**src/rtl/gpio_cfg_pkg.sv**
```systemverilog
package gpio_cfg_pkg;

    // One flag per register group; used both as an address hit and as a write strobe
    typedef struct packed {
        logic dir_wr;
        logic set_wr;
        logic clr_wr;
        logic mask_wr;
        logic cfg_wr;
    } bus_dec_t;

endpackage

```
**src/rtl/gpio_addr_dec.sv**
```systemverilog
module gpio_addr_dec
    import gpio_cfg_pkg::*;
#(
    parameter int ADDR_W   = 6,
    parameter int PINS     = 8,
    parameter int DIR_OFS  = 0,
    parameter int SET_OFS  = 1,
    parameter int CLR_OFS  = 2,
    parameter int MASK_OFS = 8,
    parameter int CFG_OFS  = 16,
    localparam int IDX_W   = $clog2(PINS)
) (
    input  logic [ADDR_W-1:0] bus_addr,
    input  logic              bus_we,
    output bus_dec_t          hit,
    output bus_dec_t          wr,
    output logic [IDX_W-1:0]  cfg_idx
);

    logic [ADDR_W-1:0] cfg_off;

    always_comb begin
        cfg_off      = bus_addr - ADDR_W'(CFG_OFS);
        cfg_idx      = cfg_off[IDX_W-1:0];
        hit          = '0;
        hit.dir_wr   = (bus_addr == ADDR_W'(DIR_OFS));
        hit.set_wr   = (bus_addr == ADDR_W'(SET_OFS));
        hit.clr_wr   = (bus_addr == ADDR_W'(CLR_OFS));
        hit.mask_wr  = (bus_addr == ADDR_W'(MASK_OFS));
        hit.cfg_wr   = (bus_addr >= ADDR_W'(CFG_OFS)) && (cfg_off < ADDR_W'(PINS));
        wr           = bus_we ? hit : '0;
    end

endmodule

```
**src/rtl/gpio_dir_unit.sv**
```systemverilog
module gpio_dir_unit
    import gpio_cfg_pkg::*;
#(
    parameter int PINS = 8
) (
    input  logic            clk,
    input  logic            rst_n,
    input  bus_dec_t        wr,
    input  logic [PINS-1:0] wdata,
    output logic [PINS-1:0] dir_q
);

    typedef struct packed {
        logic [PINS-1:0] dir;
    } dir_state_t;

    dir_state_t st_d, st_q;

    always_comb begin
        st_d = st_q;
        if (wr.dir_wr) st_d.dir = wdata;
        if (wr.set_wr) st_d.dir = st_q.dir | wdata;
        if (wr.clr_wr) st_d.dir = st_q.dir & ~wdata;
    end

    always_ff @(posedge clk or negedge rst_n) begin
        if (!rst_n) st_q <= '0;
        else        st_q <= st_d;
    end

    assign dir_q = st_q.dir;

endmodule

```
**src/rtl/gpio_cfg_bank.sv**
```systemverilog
module gpio_cfg_bank
    import gpio_cfg_pkg::*;
#(
    parameter int PINS  = 8,
    parameter int CFG_W = 8,
    localparam int IDX_W = $clog2(PINS)
) (
    input  logic                  clk,
    input  logic                  rst_n,
    input  bus_dec_t              wr,
    input  logic [IDX_W-1:0]      cfg_idx,
    input  logic [CFG_W-1:0]      wdata,
    output logic [PINS-1:0]       mask_q,
    output logic [PINS*CFG_W-1:0] cfg_flat
);

    typedef struct packed {
        logic [PINS-1:0]            mask;
        logic [PINS-1:0][CFG_W-1:0] cfg;
    } bank_state_t;

    bank_state_t st_d, st_q;

    always_comb begin
        st_d = st_q;
        if (wr.mask_wr) st_d.mask = wdata[PINS-1:0];
        if (wr.cfg_wr) begin
            for (int i = 0; i < PINS; i++) begin
                if (st_q.mask[i] || (cfg_idx == IDX_W'(i))) st_d.cfg[i] = wdata;
            end
            st_d.mask = '0;
        end
    end

    always_ff @(posedge clk or negedge rst_n) begin
        if (!rst_n) st_q <= '0;
        else        st_q <= st_d;
    end

    assign mask_q = st_q.mask;

    for (genvar g = 0; g < PINS; g++) begin : g_pin
        assign cfg_flat[g*CFG_W +: CFG_W] = st_q.cfg[g];
    end

endmodule

```
**src/rtl/gpio_rd_mux.sv**
```systemverilog
module gpio_rd_mux
    import gpio_cfg_pkg::*;
#(
    parameter int PINS   = 8,
    parameter int DATA_W = 8,
    localparam int IDX_W = $clog2(PINS)
) (
    input  bus_dec_t               hit,
    input  logic [IDX_W-1:0]       cfg_idx,
    input  logic [PINS-1:0]        dir_q,
    input  logic [PINS-1:0]        mask_q,
    input  logic [PINS*DATA_W-1:0] cfg_flat,
    output logic [DATA_W-1:0]      rdata
);

    always_comb begin
        rdata = '0;
        if (hit.dir_wr || hit.set_wr || hit.clr_wr) rdata[PINS-1:0] = dir_q;
        else if (hit.mask_wr)                       rdata[PINS-1:0] = mask_q;
        else if (hit.cfg_wr)                        rdata = cfg_flat[int'(cfg_idx)*DATA_W +: DATA_W];
    end

endmodule

```
**src/rtl/gpio_cfg_regs.sv**
```systemverilog
module gpio_cfg_regs
    import gpio_cfg_pkg::*;
#(
    parameter int ADDR_W   = 6,
    parameter int DATA_W   = 8,
    parameter int PINS     = 8,
    parameter int DIR_OFS  = 0,
    parameter int SET_OFS  = 1,
    parameter int CLR_OFS  = 2,
    parameter int MASK_OFS = 8,
    parameter int CFG_OFS  = 16
) (
    input  logic                   clk,
    input  logic                   rst_n,
    input  logic [ADDR_W-1:0]      bus_addr,
    input  logic                   bus_we,
    input  logic [DATA_W-1:0]      bus_wdata,
    output logic [DATA_W-1:0]      bus_rdata,
    output logic [PINS-1:0]        pin_oe,
    output logic [PINS*DATA_W-1:0] pin_cfg
);

    localparam int IDX_W = $clog2(PINS);

    bus_dec_t          hit, wr;
    logic [IDX_W-1:0]  cfg_idx;
    logic [PINS-1:0]   dir_q;
    logic [PINS-1:0]   mask_q;

    gpio_addr_dec #(
        .ADDR_W(ADDR_W), .PINS(PINS), .DIR_OFS(DIR_OFS), .SET_OFS(SET_OFS),
        .CLR_OFS(CLR_OFS), .MASK_OFS(MASK_OFS), .CFG_OFS(CFG_OFS)
    ) u_dec (
        .bus_addr(bus_addr), .bus_we(bus_we), .hit(hit), .wr(wr), .cfg_idx(cfg_idx)
    );

    gpio_dir_unit #(.PINS(PINS)) u_dir (
        .clk(clk), .rst_n(rst_n), .wr(wr), .wdata(bus_wdata[PINS-1:0]), .dir_q(dir_q)
    );

    gpio_cfg_bank #(.PINS(PINS), .CFG_W(DATA_W)) u_bank (
        .clk(clk), .rst_n(rst_n), .wr(wr), .cfg_idx(cfg_idx), .wdata(bus_wdata),
        .mask_q(mask_q), .cfg_flat(pin_cfg)
    );

    gpio_rd_mux #(.PINS(PINS), .DATA_W(DATA_W)) u_rd (
        .hit(hit), .cfg_idx(cfg_idx), .dir_q(dir_q), .mask_q(mask_q),
        .cfg_flat(pin_cfg), .rdata(bus_rdata)
    );

    assign pin_oe = dir_q;

endmodule

```
**config.mk**
```make
export PLATFORM = sky130hd
export DESIGN_NAME = gpio_cfg_regs
export DESIGN_NICKNAME = d
export VERILOG_FILES = /design/src/rtl/gpio_cfg_pkg.sv /design/src/rtl/gpio_addr_dec.sv /design/src/rtl/gpio_dir_unit.sv /design/src/rtl/gpio_cfg_bank.sv /design/src/rtl/gpio_rd_mux.sv /design/src/rtl/gpio_cfg_regs.sv
export SDC_FILE = /design/constraint.sdc
export NUM_CORES = 1
export LEC_CHECK = 0
export BUFFER_PORTS_ARGS = -buffer_cell sky130_fd_sc_hd__clkbuf_2
export CORE_MARGIN = 2
export CORE_UTILIZATION = 35
export CTS_BUF_LIST = sky130_fd_sc_hd__clkbuf_8
export DETAILED_ROUTE_END_ITERATION = 8
export PLACE_DENSITY = 0.67
export SLEW_MARGIN = 20
export SYNTH_ARGS = -nofsm -noshare
export SYNTH_HDL_FRONTEND = slang
export SYNTH_HIERARCHICAL = 1
export SYNTH_SLANG_ARGS = --single-unit
```
**constraint.sdc**
```tcl
create_clock -name clk -period 1.5 [get_ports clk]
set_input_delay 0.15 -clock clk [delete_from_list [all_inputs] [get_ports clk]]
set_output_delay 0.15 -clock clk [all_outputs]
set_load 0.05 [all_outputs]
```
# Word level (Yosys, flattened, before mapping)
# Index checks and enable logic that the tools add are counted.
# op_classes
add_sub_neg	1
order_cmp	2
n_eq_ne	10
shift	1
mux	17
n_bitwise	3
n_reduce_logical	23
# op_table
op	n
8-bit two-way mux	15
72-bit two-way mux	1
64-bit by 7-bit indexed part select with 8-bit output	1
2-bit AND reduction	8
3-bit equality test, second input constant	4
1-bit logical OR	10
8-bit AND	1
8-bit NOT	1
8-bit bitwise OR	1
3-bit by 2-bit equality test with 1-bit output, second input constant	2
6-bit by 1-bit equality test with 1-bit output, second input constant	1
6-bit by 2-bit equality test with 1-bit output, second input constant	1
6-bit by 4-bit equality test with 1-bit output, second input constant	1
6-bit by 5-bit greater-or-equal comparator with 1-bit output, second input constant	1
6-bit logical NOT	1
6-bit by 4-bit < comparator with 1-bit output, second input constant	1
6-bit by 5-bit subtractor with 6-bit output, second input constant	1
5-bit two-way mux	1
3-bit by 1-bit equality test with 1-bit output, second input constant	1
3-bit logical NOT	1
3-bit nonzero test	1
2-bit nonzero test	1
1-bit logical AND	1
# word_totals
regBits	80
inputBits	17
out_inout_bits	80
word_cells	67

# Logic depth before layout (Yosys ltp)
# Gate-level depths: netlist of the first run.
# depth
depth_word	7
mapped_depth	8
mapped_depth_nobuf	5

# Modules after synthesis
# The synthesis of the first run kept the hierarchy.
# modules_own_cells
mod	n_inst	cells_per_inst	area_each_um2	seq_area_each_um2
gpio_cfg_bank	1	171	2817.7	1801.7
gpio_rd_mux	1	89	787.0	0.0
gpio_dir_unit	1	49	520.5	200.2
gpio_addr_dec	1	18	170.2	0.0

# Least setup slack after synthesis of the first run
# Ideal clock, no wire load.
# synth_path
kind	in2out
startpoint	input bus_addr[2]
endpoint	output bus_rdata[0]
t_arrival_ns	2.271
required_time_ns	1.350
slack_ns	-0.921
cell_stages	7
path_buffers	2
cell_sequence	or4_4 > buf_6 > nor3b_2 > buf_6 > nor3_4 > nand3b_4 > o31ai_1
# synth_lines
item	line	source
from (decl)	gpio_cfg_regs.sv:15	input logic [ADDR_W-1:0] bus_addr,
to (decl)	gpio_cfg_regs.sv:18	output logic [DATA_W-1:0] bus_rdata,

==> results of run 1 <==
==> power groups by stage <==
stage                     combinational [mW]  clock (mW)  sequential [mW]
after detailed placement                2.84           0             2.78
after global placement                  2.81           0             2.76
final                                   2.90        1.89             2.75
after floorplan                        0.710           0             3.92
after CTS                               2.87        1.92             2.75
after global routing                    3.03        2.00             2.80
==> worst max-delay path by stage <==
stage | start | to | cells after the start
6_report | bus_addr[2] | bus_rdata[5] | 8
5_1_grt | bus_addr[2] | bus_rdata[5] | 8
4_1_cts | bus_addr[4] | bus_rdata[7] | 9
3_5_place_dp | bus_addr[2] | bus_rdata[1] | 8
3_3_place_gp | bus_addr[2] | bus_rdata[7] | 8
2_1_floorplan | bus_addr[2] | bus_rdata[0] | 7
==> sequential cells by signal (all words and copies together) (netlist names) <==
signal and flops:
u_dir/dir_q 8, u_bank/cfg_flat 64, u_bank/mask_q 8
==> final cells by class <==
type | instances | area (um2)
tap | 147 | 184
sequential | 80 | 2000
clock buffer | 9 | 124
multi-input combinational | 227 | 2450
clock inverter | 6 | 110
timing repair buffer | 184 | 1380
fill | 1010 | 5770
==> synthesized netlist by cell type, types with 3 or more instances <==
cell	n	area (um2)
nand2_1	7	26.3
buf_4	6	45.0
a31oi_1	8	50.1
nor3_2	14	140
o21ai_0	6	30.0
nor3b_1	4	30.0
dfrtp_1	80	2000
buf_1	4	15.0
o21ai_4	4	65.1
nor2_1	10	37.5
nor3_1	8	40.0
mux2_2	94	1060
o31ai_1	8	60.1
and3b_2	3	30.0
o31a_2	8	80.1
o22ai_1	16	100
buf_6	7	78.8
o21ai_2	4	35.0
mux2i_1	8	80.1
==> logic make-up (layout without fill, tap and decap cells) <==
group | after synthesis | in the layout | synth area share (%)
mux | 104 | 104 | 27.0
flops | 80 | 80 | 46.6
simple gates | 64 | 65 | 11.7
compound gates | 58 | 58 | 10.6
buf+inv | 21 | 199 | 4.05
==> metrics by stage <==
step           total power, mW  area [um2]  worst slack (ns)  cells
6_report                  7.54        6240            -0.551    653
5_1_grt                   7.83        6240            -0.584    653
4_1_cts                   7.54        6080            -0.482    647
3_5_place_dp              5.62        5580            -0.602    623
3_3_place_gp              5.57        5580            -0.580    623
2_1_floorplan             4.63        4450            -0.357    327
==> layer usage <==
| layer | global-route usage [%] | vias up |
|---|---|---|
| met5 | 0 | - |
| met4 | 8.84 | 0 |
| met3 | 4.38 | 42 |
| met2 | 34.1 | 174 |
| met1 | 27.3 | 1796 |
| li1 | - | 1594 |
==> worst max-delay path: cells and delay by family <==
kind | cells | cell delay [ns]
buf+inv | 3 | 0.42
simple gates | 3 | 0.93
compound gates | 2 | 0.39
==> what timing repair did <==
item,CTS,global route
setup endpoints to repair,16,18
pin swaps,15,10
hold endpoints to repair,26,0
gates resized for setup,35,22
buffers inserted,7,6
gates cloned,1,0
hold buffers,1,0
==> metrics.cfg, run 1 <==
[synth]
ys_seq_area_share_pct=46.6
syn-num-nets=344
synth_flop_cell=dfrtp_1
yosysWarnings=6
syn_inst=327
syn_area_um2=4300
ys_ff_latch=80
ys_types=40
avgSynthCellArea_um2=13.1
synth_edf_count=0
synth_async_sr_flop_share_pct=100

[cells_and_area]
layout_common_cells=94 x mux2_2, 86 x clkbuf_2, 80 x dfrtp_1, 72 x buf_4, 16 x o22ai_1
drive_gt1_share_pct=70.9
final_util_pct=52.0
n_antenna_cell=0
final_nets=519
area_growth_pct=45.4
final_common_cell=mux2_2

[critical_path]
worst-path-max-fanout=5
cp_slowest_cell=or4_4
reg2reg_to=u_bank/cfg_flat[23]
r2r_slack_ns=0.04
start_kind=primary input
endpoint_kind=primary output
required_ns=1.35
critPathKind=in -> out
crit_chain=buf_6, or4_4, nor3b_4, buf_4, nor3_4, a31oi_2, o31ai_4, buf_8
r2r_cells=2
slowest_delay_ns=0.58
arrival_ns=1.90
worstReg2RegStart=u_bank/mask_q[2]

[timing]
period_needed_ns=2.05
rsz0062_at_grt=yes
holdWs_ns=0.221
layout_worst_path_cycle_share_pct=137
setup-tns-final_ns=-5.38
setup_viol=16
slew_headroom_pct=61.9
worst_pin_slew_ns=0.571
fin_skew_ns=0.0148
final_hold_viol_count=0
maxSlewViolCount=0
worst_slack_ns=-0.551
max_freq_mhz=488

[placed_design]
gp_congestion=0.905
port_buffers=96
dp_hpwl_um=9160

[floorplan]
ios=97
die_h_um=115
die_area_um2=13200
die_w_um=115
initial_core_util_pct=35.8
num_rows=40
core_um2=12000

[cts]
cts_buffers=9
clock_sinks=80
cts_max_path_buffers=2
clkTransAtPathRegs_ns=0.08
h-tree-depth=3
cts_root_buffer=clkbuf_8
insertion_delay_ns=0.36
cts_tree=done

[drt]
wl_met3_um=960
vias=3606
antenna_left=0
firstDrtPassIters=4
drc=0
vias_per_cell=5.52
wirelength_um=13800
drt_iter0_drc=218
wl_per_cell_um=21.1
met1_length_um=5700
top_layer_used=met4
route.met2.wl_um=6610

[pwr]
peakVddDrop_mv=0.803
power.internal_mw=4.56
p_seq_share_pct=36.5
power_density_nw_per_um2=1210
swShare_pct=39.5
p_clk_share_pct=25.1
p_leak_nw=2.95
power_frac_comb_pct=38.4
power_switching_mw=2.98

[global_routing]
grt_antenna_before_repair=0
grt_max_degree=37
grt_pass1_wl_um=20700
grt_usage_pct=20.9
grt_pass1_vias=3616
grt.overflow.total=0

[min_path]
holdCritPathClass=in -> reg
hold_depth=2
min_from=bus_wdata[6]
whs_endpoint=u_dir/dir_q[6]

[flow_run]
max-cap-violations=0

[outcome]
status=finished, violations left
violations=negative setup slack

No activity file was read; power rests on OpenSTA's default activity.
==> run 2, diff against run 1 <==
Settings changed: ABC_AREA set to 1, PLACE_DENSITY 0.67 to 0.66.
==> run 2 against run 1 <==
The flow still finishes with violations (negative setup slack). Largest cell class unchanged. Synthesized area increased by 6.4%. Critical endpoint is now bus_rdata[3]. Sequential power increased by 21%. Largest power group unchanged. Final cell count increased by 50%. Hold slack improved by 0.033 ns.
==> metrics.cfg, run 2 <==
[synth]
synth_flop_cell=dfrtp_1
synth_edf_count=0
yosysMostFrequentCell=nand2_1
yosysWarnings=6
avgSynthCellArea_um2=7.08
ys_seq_area_share_pct=43.8
syn-num-nets=662
syn_area_um2=4570
ys_ff_latch=80
synth_async_sr_flop_share_pct=100
synth_area_leaders=dfrtp_1 44%, nand2_1 20%, nand3_1 15%, inv_1 6.5%, a21oi_1 1.8%
yosys.area.top_type=dfrtp_1
synth_top_area_share_pct=43.8
ys_types=25
netlist_top_cells_count=239 x nand2_1, 135 x nand3_1, 80 x dfrtp_1
syn_inst=645

[cells_and_area]
largest_register_ffs=64
final_common_cell=nand2_1
fillers=1281
area_growth_pct=37.3
layout_common_cells=238 x nand2_1, 113 x nand3_1, 87 x clkbuf_2, 81 x buf_4, 80 x inv_1
final_util_pct=49.5
layout.cells.non_filler=979
final_nets=820
drive_gt1_share_pct=33.7
n_antenna_cell=0
final_area_um2=6270

[cts]
h-tree-depth=3
cts_buffers=9
cts_root_buffer=clkbuf_8
cts_max_path_buffers=2
cts_tree=done
clock_sinks=80
insertion_delay_ns=0.36
clkTransAtPathRegs_ns=0.08

[pwr]
p_leak_nw=3.50
peakVddDrop_mv=0.728
p_total_mw=10.2
power_density_nw_per_um2=1630

[critical_path]
crit_chain=inv_1, nand2_1, nand3_2, nand3_1, nand3_2, a21oi_4, buf_8
arrival_ns=1.53
critPathBufInv=2
required_ns=1.35
path_depth=7
worst-path-max-fanout=2
cp_slowest_cell=dfrtp_1
cpMostUsedCell=nand3_2
critPathTopFamily=flip-flops
critPathKind=reg -> out
start_kind=flip-flop
endpoint_kind=primary output
slowest_delay_ns=0.40
r2r_cells=5

[placed_design]
dp_cells=942
dp_hpwl_um=10800
port_buffers=96
dpl_cell_area_um2=5700
gp_congestion=0.947

[timing]
worst_slack_ns=-0.179
slew_headroom_pct=70.6
setup-tns-final_ns=-1.12
setup_viol=8
fin_skew_ns=0.00505
worst_pin_slew_ns=0.441
period_needed_ns=1.68
max_freq_mhz=595
layout_worst_path_cycle_share_pct=112
maxSlewViolCount=0
rsz0062_at_grt=yes
final_hold_viol_count=0

[min_path]
hold_depth=3
holdCritPathClass=in -> reg

[outcome]
violations=negative setup slack
status=finished, violations left

[global_routing]
grt_antenna_before_repair=0
grt_pass1_vias=4427
grt_pass1_wl_um=24400
grt.overflow.total=0
grt_usage_pct=22.3
grt_max_degree=81

[drt]
antenna_left=0
firstDrtPassIters=5
drc=0
vias=4822
wl_per_cell_um=15.9
vias_per_cell=4.93
drt_iter0_drc=497
wirelength_um=15500

[floorplan]
die_h_um=118
die_w_um=118
initial_core_util_pct=36.1
num_rows=41
ios=97
die_area_um2=14000
core_um2=12700

[flow_run]
max-cap-violations=0

run 2: cell types whose count changed in the layout (fill, tap and decap cells not counted), sizes merged, moves of 6 or more:
| cell | delta |
|---|---|
| nor2 | +12 |
| a31oi | -8 |
| o22ai | -16 |
| inv | +83 |
| o31a | -8 |
| o31ai | -8 |
| nor3b | -6 |
| mux2 | -96 |
| nand2 | +244 |
| nand3 | +136 |
| a21oi | +14 |
| mux2i | -8 |
| nor3 | -22 |
run 2: report_power, final:
part	switching [mW]	internal [mW]	total (mW)
registers	0.525	2.79	3.32
logic	3.67	1.46	5.14
clock network	0.808	0.963	1.77
total	5.01	5.22	10.2
run 2: final timing paths:
check | endpoint | slack (ns) | start
hold / removal | u_bank/cfg_flat[58] | 0.25 | bus_wdata[2]
min in group asynchronous | u_bank/cfg_flat[59] | 0.35 | rst_n
setup / recovery | bus_rdata[3] | -0.18 | u_bank/cfg_flat[19]
hold reg to reg | u_bank/cfg_flat[50] | 0.51 | u_bank/cfg_flat[50]
max in group asynchronous | u_bank/cfg_flat[63] | 0.80 | rst_n
setup reg to reg | u_bank/cfg_flat[55] | 0.47 | u_bank/mask_q[6]
run 2: logic make-up after synthesis:
kind of cell / Yosys count / synth area share (%)
buffers and inverters: 119 / 12.0
AND/OR/NAND/NOR: 412 / 40.0
flip-flops: 80 / 43.8
AO/OA/AOI/OAI: 34 / 4.22
run 2: what timing repair did:
action                     in CTS  in global routing
hold buffers                    1                  0
resized for setup              36                 11
setup buffers                  15                  6
hold endpoints to repair       80                  0
setup endpoints to repair       8                  8
pin swaps                       5                  5
run 2: area by class of cell:
type                       instances  area, um2  area share (%)
timing repair buffer             182       1270            20.3
clock buffer                      10        138            2.20
multi-input combinational        446       2230            35.5
clock inverter                     5       73.8            1.18
inverter                          84        322            5.13
sequential                        80       2020            32.2
tap                              172        215            3.43
run 2: stage by stage:
step | worst slack [ns] | hold WS [ns]
6_report | -0.179 | 0.254
2_1_floorplan | 0.00378 | -0.146
4_1_cts | -0.165 | 0.237
5_1_grt | -0.247 | 0.251
3_3_place_gp | -0.127 | 0.210
3_5_place_dp | -0.125 | 0.217
run 2: worst register-to-register path: cells and delay by family (launching register included):
family        cells  cell delay, ns
simple gates      4            0.47
buf+inv           1            0.10
flops             1            0.40
run 2: per-layer routing:
metal | wire, um | GRT usage, % | vias up
met5 | 0 | 0 | -
met4 | 443 | 9.86 | 0
met3 | 1320 | 4.30 | 29
met2 | 6850 | 32.3 | 212
met1 | 6930 | 32.2 | 2251
li1 | - | - | 2330
